`src/rtl/lsu_pkg.sv`:
```
`timescale 1ns/1ps
package lsu_pkg;
  localparam int WORD_W = 32;
  localparam int LANES  = WORD_W / 8;
  localparam int OFF_W  = $clog2(LANES);

  typedef enum logic [1:0] {
    SZ_BYTE = 2'd0,
    SZ_HALF = 2'd1,
    SZ_WORD = 2'd2,
    SZ_RSVD = 2'd3
  } acc_size_e;
endpackage

```
`src/rtl/lsu_agen.sv`:
```
`timescale 1ns/1ps
module lsu_agen
  import lsu_pkg::*;
#(
  parameter int ADDR_W = 32,
  parameter int DISP_W = 16
) (
  input  logic [ADDR_W-1:0] base,
  input  logic [DISP_W-1:0] disp,
  input  acc_size_e         size,
  output logic [ADDR_W-1:0] ea,
  output logic              misal
);
  localparam int EXT_W = ADDR_W - DISP_W;

  assign ea = base + {{EXT_W{disp[DISP_W-1]}}, disp};

  always_comb begin
    unique case (size)
      SZ_BYTE: misal = 1'b0;
      SZ_HALF: misal = ea[0];
      default: misal = |ea[OFF_W-1:0];
    endcase
  end
endmodule

```
`src/rtl/lsu_store_steer.sv`:
```
`timescale 1ns/1ps
module lsu_store_steer
  import lsu_pkg::*;
(
  input  acc_size_e          size,
  input  logic [OFF_W-1:0]   off,
  input  logic [WORD_W-1:0]  src,
  output logic [LANES-1:0]   be,
  output logic [WORD_W-1:0]  wdata
);
  localparam int HALF_W = WORD_W / 2;

  always_comb begin
    unique case (size)
      SZ_BYTE: begin
        be    = {1'b1, {(LANES-1){1'b0}}} >> off;
        wdata = {LANES{src[7:0]}};
      end
      SZ_HALF: begin
        be    = off[1] ? 4'b0011 : 4'b1100;
        wdata = {2{src[HALF_W-1:0]}};
      end
      default: begin
        be    = {LANES{1'b1}};
        wdata = src;
      end
    endcase
  end
endmodule

```
`src/rtl/lsu_load_extract.sv`:
```
`timescale 1ns/1ps
module lsu_load_extract
  import lsu_pkg::*;
(
  input  acc_size_e          size,
  input  logic [OFF_W-1:0]   off,
  input  logic [WORD_W-1:0]  rdata,
  output logic [WORD_W-1:0]  data
);
  localparam int HALF_W = WORD_W / 2;

  logic [7:0]        lane_byte [LANES];
  logic [HALF_W-1:0] half_sel;
  logic [7:0]        byte_sel;

  for (genvar k = 0; k < LANES; k++) begin : g_lane
    assign lane_byte[k] = rdata[WORD_W-1-8*k -: 8];
  end

  assign byte_sel = lane_byte[off];
  assign half_sel = off[1] ? rdata[HALF_W-1:0] : rdata[WORD_W-1:HALF_W];

  always_comb begin
    unique case (size)
      SZ_BYTE: data = {{(WORD_W-8){byte_sel[7]}}, byte_sel};
      SZ_HALF: data = {{HALF_W{half_sel[HALF_W-1]}}, half_sel};
      default: data = rdata;
    endcase
  end
endmodule

```
`src/rtl/lsu_core.sv`:
```
`timescale 1ns/1ps
module lsu_core
  import lsu_pkg::*;
#(
  parameter int ADDR_W = 32,
  parameter int DISP_W = 16
) (
  input  logic              clk,
  input  logic              rst_n,
  input  logic              req_valid,
  output logic              req_ready,
  input  logic              req_store,
  input  logic [1:0]        req_size,
  input  logic [ADDR_W-1:0] req_base,
  input  logic [DISP_W-1:0] req_disp,
  input  logic [31:0]       req_wdata,
  output logic              req_misalign,
  output logic              mem_valid,
  input  logic              mem_ready,
  output logic [ADDR_W-1:0] mem_addr,
  output logic              mem_we,
  output logic [3:0]        mem_be,
  output logic [31:0]       mem_wdata,
  input  logic [31:0]       mem_rdata,
  output logic              rsp_valid,
  output logic [31:0]       rsp_data
);
  acc_size_e         size_in;
  logic [ADDR_W-1:0] ea;
  logic              misal;
  logic [LANES-1:0]  st_be;
  logic [WORD_W-1:0] st_wdata;
  logic              rd_fire;
  logic [OFF_W-1:0]  off_q;
  acc_size_e         size_q;

  assign size_in = acc_size_e'(req_size);

  lsu_agen #(.ADDR_W(ADDR_W), .DISP_W(DISP_W)) u_agen (
    .base  (req_base),
    .disp  (req_disp),
    .size  (size_in),
    .ea    (ea),
    .misal (misal)
  );

  lsu_store_steer u_steer (
    .size  (size_in),
    .off   (ea[OFF_W-1:0]),
    .src   (req_wdata),
    .be    (st_be),
    .wdata (st_wdata)
  );

  assign mem_valid    = req_valid & ~misal;
  assign req_ready    = misal | mem_ready;
  assign req_misalign = req_valid & misal;
  assign mem_addr     = {ea[ADDR_W-1:OFF_W], {OFF_W{1'b0}}};
  assign mem_we       = req_store;
  assign mem_be       = req_store ? st_be : '0;
  assign mem_wdata    = st_wdata;
  assign rd_fire      = mem_valid & mem_ready & ~req_store;

  always_ff @(posedge clk or negedge rst_n) begin
    if (!rst_n) begin
      rsp_valid <= 1'b0;
      off_q     <= '0;
      size_q    <= SZ_WORD;
    end else begin
      rsp_valid <= rd_fire;
      if (rd_fire) begin
        off_q  <= ea[OFF_W-1:0];
        size_q <= size_in;
      end
    end
  end

  lsu_load_extract u_extract (
    .size  (size_q),
    .off   (off_q),
    .rdata (mem_rdata),
    .data  (rsp_data)
  );
endmodule

```
`config.mk`:
```
export PLATFORM = sky130hd
export DESIGN_NAME = lsu_core
export DESIGN_NICKNAME = d
export VERILOG_FILES = /design/src/rtl/lsu_pkg.sv /design/src/rtl/lsu_agen.sv /design/src/rtl/lsu_store_steer.sv /design/src/rtl/lsu_load_extract.sv /design/src/rtl/lsu_core.sv
export SDC_FILE = /design/constraint.sdc
export NUM_CORES = 1
export LEC_CHECK = 0
export ABC_AREA = 1
export BUFFER_PORTS_ARGS = -buffer_cell sky130_fd_sc_hd__buf_2
export CORE_UTILIZATION = 50
export DETAILED_ROUTE_END_ITERATION = 16
export GPL_TIMING_DRIVEN = 1
export PLACE_DENSITY = 0.86
export SLEW_MARGIN = 30
export SYNTH_ARGS = -nofsm -noshare
export SYNTH_HDL_FRONTEND = slang
export SYNTH_SLANG_ARGS = --single-unit
```
`constraint.sdc`:
```
create_clock -name clk -period 4.11 [get_ports clk]
set_input_delay 0.411 -clock clk [delete_from_list [all_inputs] [get_ports clk]]
set_output_delay 0.411 -clock clk [all_outputs]
set_load 0.1 [all_outputs]
```
# Yosys cells after proc, flatten, opt, wreduce, memory -nomap -nowiden
# Index checks and enable logic that the tools add are counted.
# W data, S select, Z words.
[totals]
regBits = 5
input_bits = 119
wordCells = 29
[classes]
addsub = 1
n_lt_le_gt_ge = 1
eq_ne = 2
shift = 1
muxes = 10
bitwise_logic = 8
reduce_logical = 3
[op_table]
columns = ["op", "count"]
rows = [
  ["$pmux W32 S2", 2],
  ["$add A32 B32 Y32", 1],
  ["$bmux W8 S2", 1],
  ["$mux W16", 1],
  ["$mux W8", 2],
  ["$mux W4", 2],
  ["$pmux W4 S2", 1],
  ["$and A1 B1 Y1", 4],
  ["$eq A2 B1 Y1 const B", 2],
  ["$logic_not A2 Y1", 2],
  ["$shr A4 B2 Y4 const A", 1],
  ["$ge A3 B3 Y1 const B", 1],
  ["$not A2 Y3", 1],
  ["$not A1 Y1", 2],
  ["$pmux W1 S2", 1],
  ["$reduce_or A2 Y1", 1],
  ["$or A1 B1 Y1", 1],
]

# Logic depth before layout (Yosys ltp)
[logic_depth]
depth_word = 7
mapped_depth = 13

# Modules after synthesis
# A second synthesis with hierarchy kept.
[unflattened]
cells_unflattened = 794
area_unflattened_um2 = 4013.8
[by_module_without_submodules]
columns = ["mod", "instances", "cells_each", "area_per_inst_um2", "seq_area_each_um2"]
rows = [
  ["lsu_agen", 1, 497, 2397.3, 0.0],
  ["lsu_load_extract", 1, 161, 765.7, 0.0],
  ["lsu_store_steer", 1, 98, 559.3, 0.0],
  ["lsu_core", 1, 38, 291.5, 126.4],
]

# Worst setup path after synthesis
# Ideal clock, no wire load.
[synth_timing]
path_type = "reg-to-output"
startpoint = "register off_q[1]"
endpoint = "output rsp_data[7]"
t_arrival_ps = 4127
required_time_ps = 3699
setup_slack_ps = -428
stages_incl_launch_ff = 5
n_path_buf = 1
path_cell_list = "dfrtp_1 > buf_6 > nor2_1 > a21oi_2 > o311ai_0"
[synth_between]
elab_chain_len = 5
word_cells_on_any_way = 6
[synth_rtl]
columns = ["item", "line", "rtl"]
rows = [
  ["start, declared", "lsu_core.sv:34", "logic [OFF_W-1:0] off_q;"],
  ["start signal, assigned", "lsu_core.sv:72", "off_q <= ea[OFF_W-1:0];"],
  ["$not A2 Y3 (not written as such)", "lsu_load_extract.sv:20", "assign byte_sel = lane_byte[off];"],
  ["$bmux W8 S2", "lsu_load_extract.sv:20", ""],
  ["$mux W8 (not written as such) (2 in a row)", "lsu_load_extract.sv:20", ""],
  ["$pmux W32 S2 *", "lsu_load_extract.sv:24", "unique case (size)"],
  ["end, declared", "lsu_core.sv:26", "output logic [31:0] rsp_data"],
]
# Mark *: on every way between the ends. The rest lies on a longest branch, timed or not. The select of a mux whose other input is x is not followed.

# Worst setup path after layout
[layout_timing]
startpoint = "input req_base[0]"
endpoint = "output mem_addr[20]"
[layout_between]
elab_chain_len = 1
[layout_rtl]
columns = ["item", "line", "rtl"]
rows = [
  ["start, declared", "lsu_core.sv:14", "input logic [ADDR_W-1:0] req_base,"],
  ["$add A32 B32 Y32", "lsu_agen.sv:16", "assign ea = base + {{EXT_W{disp[DISP_W-1]}}, disp};"],
  ["end, declared", "lsu_core.sv:20", "output logic [ADDR_W-1:0] mem_addr,"],
]
# Every way passes these cells.

==> flow_metrics.tcl <==
set metrics [dict create \
    powerDensity_nw_per_um2 581 \
    root_buffer "clkbuf_8" \
    period_share_pct 68.7 \
    final_cells 1064 \
    post-place-ws_ns 1.29 \
    die_height_um 90.7 \
    yosysWarnings 0 \
    critPathCapture "mem_addr[20]" \
    hold_class "primary input to register" \
    fin_area_um2 4850 \
    setup_viol 0 \
    startpoint_type "primary input" \
    post_cts_buffers 0 \
    drv_slew 0 \
    grt_pass1_vias 4589 \
    status "finished, final reports clean" \
    syn_avg_cell_area_um2 4.98 \
    power_leakage_nw 3.36 \
    fp.dieW_um 90.7 \
    cp_cell_sequence "buf_2 -> ha_1 -> inv_1 -> fa_1 -> inv_1 -> nand3_1 -> nand3_1 -> nand3_1 -> nand3_1 -> nand2_1 -> nand2_1 -> nand2_1 -> nand2_1 -> buf_2" \
    start_util_pct 52.8 \
    reg2reg_from "off_q[1]" \
    coreArea_um2 7450 \
    place_area_um2 4790 \
    critPathMaxFanout 3 \
    ys_seq_area_share_pct 3.21 \
    htree_levels 1 \
    relSlewSlack_pct 42.6 \
    critPathSlowestCell "fa_1" \
    synth_area_leaders "nand2_1 33%, inv_1 15%, ha_1 9.9%, buf_4 7.8%, nand3_1 6.0%" \
    yosysUniqueCellTypes 38 \
    hold_violations 0 \
    max_cap_viol_count 0 \
    cp_data_arrival_time_ns 2.41 \
    drc 0 \
    drt_iter0_drc 282 \
    nets 1117 \
    startpoint "req_base[0]" \
    grt_use_met1_pct 37.1 \
    required_ns 3.70 \
    vias_per_cell 4.85 \
    yosysTopAreaCell "nand2_1" \
    rsz0062_at_grt "no" \
    p_total_mw 2.82 \
    ctsHoldBuffers 1 \
    yosysMostFrequentCell "nand2_1" \
    met3_usage_pct 4.55 \
    grt_use_met2_pct 49.0 \
    syn_area_um2 3930 \
    cts_buffer_depth 2 \
    grt_max_degree 28 \
    syn_to_final_growth_pct 23.2 \
    timing.rr.end "off_q[1]" \
    synth_edf_count 0 \
    ir_drop_mv 0.320 \
    max_freq_ghz 0.354 \
    antenna_cells 0 \
    r2r_cells 2 \
    cts_num_sinks 5 \
    layout_setup_ws_ns 1.29 \
    clk_pin_slew_ns 0.03 \
    synth_common_cells "350 x nand2_1, 152 x inv_1, 47 x nand3_1, 47 x nor2_1, 41 x buf_4" \
    grt_pass1_wl_mm 20.1 \
    worst_hold_slack_ns 0.528 \
    crit_type "primary input to output port" \
    slowest_delay_ns 0.42 \
    die-area_um2 8230 \
    dr.pass1.iters 6 \
    routed_wl_mm 12.4 \
    layout-drive-gt1-share_pct 25.9 \
    gp_congestion 0.980 \
    port_buffers 221 \
    tns_ns 0 \
    fin_skew_ns 0 \
    cts_tree "built" \
    ioPinCount 224 \
    postCtsResizedCells 0 \
    endpoint_kind "output port" \
    synth_ff_type "dfrtp_1" \
    detail_route.wl_per_cell_um 11.6 \
    cts_inserted_buffers 3 \
    num_vias 5163 \
    synthDominantCellAreaShare_pct 33.4 \
    ant_nets 0 \
    grt_overflow 0 \
    syn_inst 790 \
    placed_cells 1059 \
    groute.usage.overall_pct 29.1 \
    busiest_layer "met2" \
    async_reset_ff_share_pct 100 \
    rows 31 \
    worst_pin_slew_ns 0.858 \
    fin_crit_ns 2.82 \
    post-route-util_pct 65.1 \
    antenna_found_initial 0 \
    place_hpwl_mm 10.7 \
    synth_seq_cells 5 \
    insertion_delay_ns 0.22 \
    r2r_setup_slack_ns 3.00 \
]
==> cell type report <==
| class | count | area (um2) |
|---|---|---|
| multi-input cells | 580 | 2850 |
| fillers | 753 | 2600 |
| flip-flops and latches | 5 | 126 |
| inverters | 154 | 581 |
| well taps | 99 | 124 |
| clock buffers | 4 | 45.0 |
| repair buffers | 222 | 1120 |
==> where the power goes <==
group,leakage (nW),switching (mW),internal [mW]
registers,0.0619,0.0407,0.0618
logic,3.27,2.21,0.410
clock network,0.0228,0.0243,0.0666
total,3.36,2.28,0.538
==> placed cells by master, fill, tap and decap left out, drive strengths merged <==
master / instances
a21o: 1
a21oi: 25
a221oi: 1
a22oi: 1
a31oi: 1
buf: 221
clkbuf: 4
conb: 2
dfrtp: 4
dfstp: 1
dlygate4sd3: 1
fa: 1
ha: 31
inv: 154
nand2: 356
nand3: 47
nand4: 5
nor2: 50
nor3: 3
o211ai: 1
o21ai: 31
o21bai: 3
o221ai: 4
o311ai: 1
or2: 1
xnor2: 3
xor2: 12
==> cell families (layout without fill, tap and decap cells) <==
group	count (synthesis)	after routing	synth area share, %
simple gates	462	462	47.1
other cells	1	2	0.0953
fa+ha+maj	32	32	10.4
xor+xnor	15	15	3.34
buf+inv	206	380	24.3
compound gates	69	69	11.5
flops	5	5	3.21
==> layer usage <==
layer  up-vias  part of all wire, %
met1      2214                   44
met5         -                    0
li1       2704                    -
met3        32                  8.0
met2       213                   44
met4         0                  3.2
==> flip-flops by register name, indices dropped and copies added, names as in the netlist <==
| signal | cells |
|---|---|
| rsp_valid | 1 |
| off_q | 2 |
| size_q | 2 |
==> critical path: cells and delay by family <==
family / cells / cell delay, ns
and+or+nand+nor: 8 / 0.69
buffers and inverters: 4 / 0.68
adders and majority gates: 2 / 0.63
==> worst min path at each step <==
stage	to	startpoint	slack, ns	cells past startpoint
2_1_floorplan	off_q[0]	rst_n	0.12	0
3_3_place_gp	rsp_valid	rst_n	0.22	1
3_5_place_dp	rsp_valid	rst_n	0.23	1
4_1_cts	size_q[0]	req_size[0]	0.52	3
5_1_grt	size_q[0]	req_size[0]	0.54	3
6_report	size_q[0]	req_size[0]	0.53	3
No activity file was read; power rests on OpenSTA's default activity.
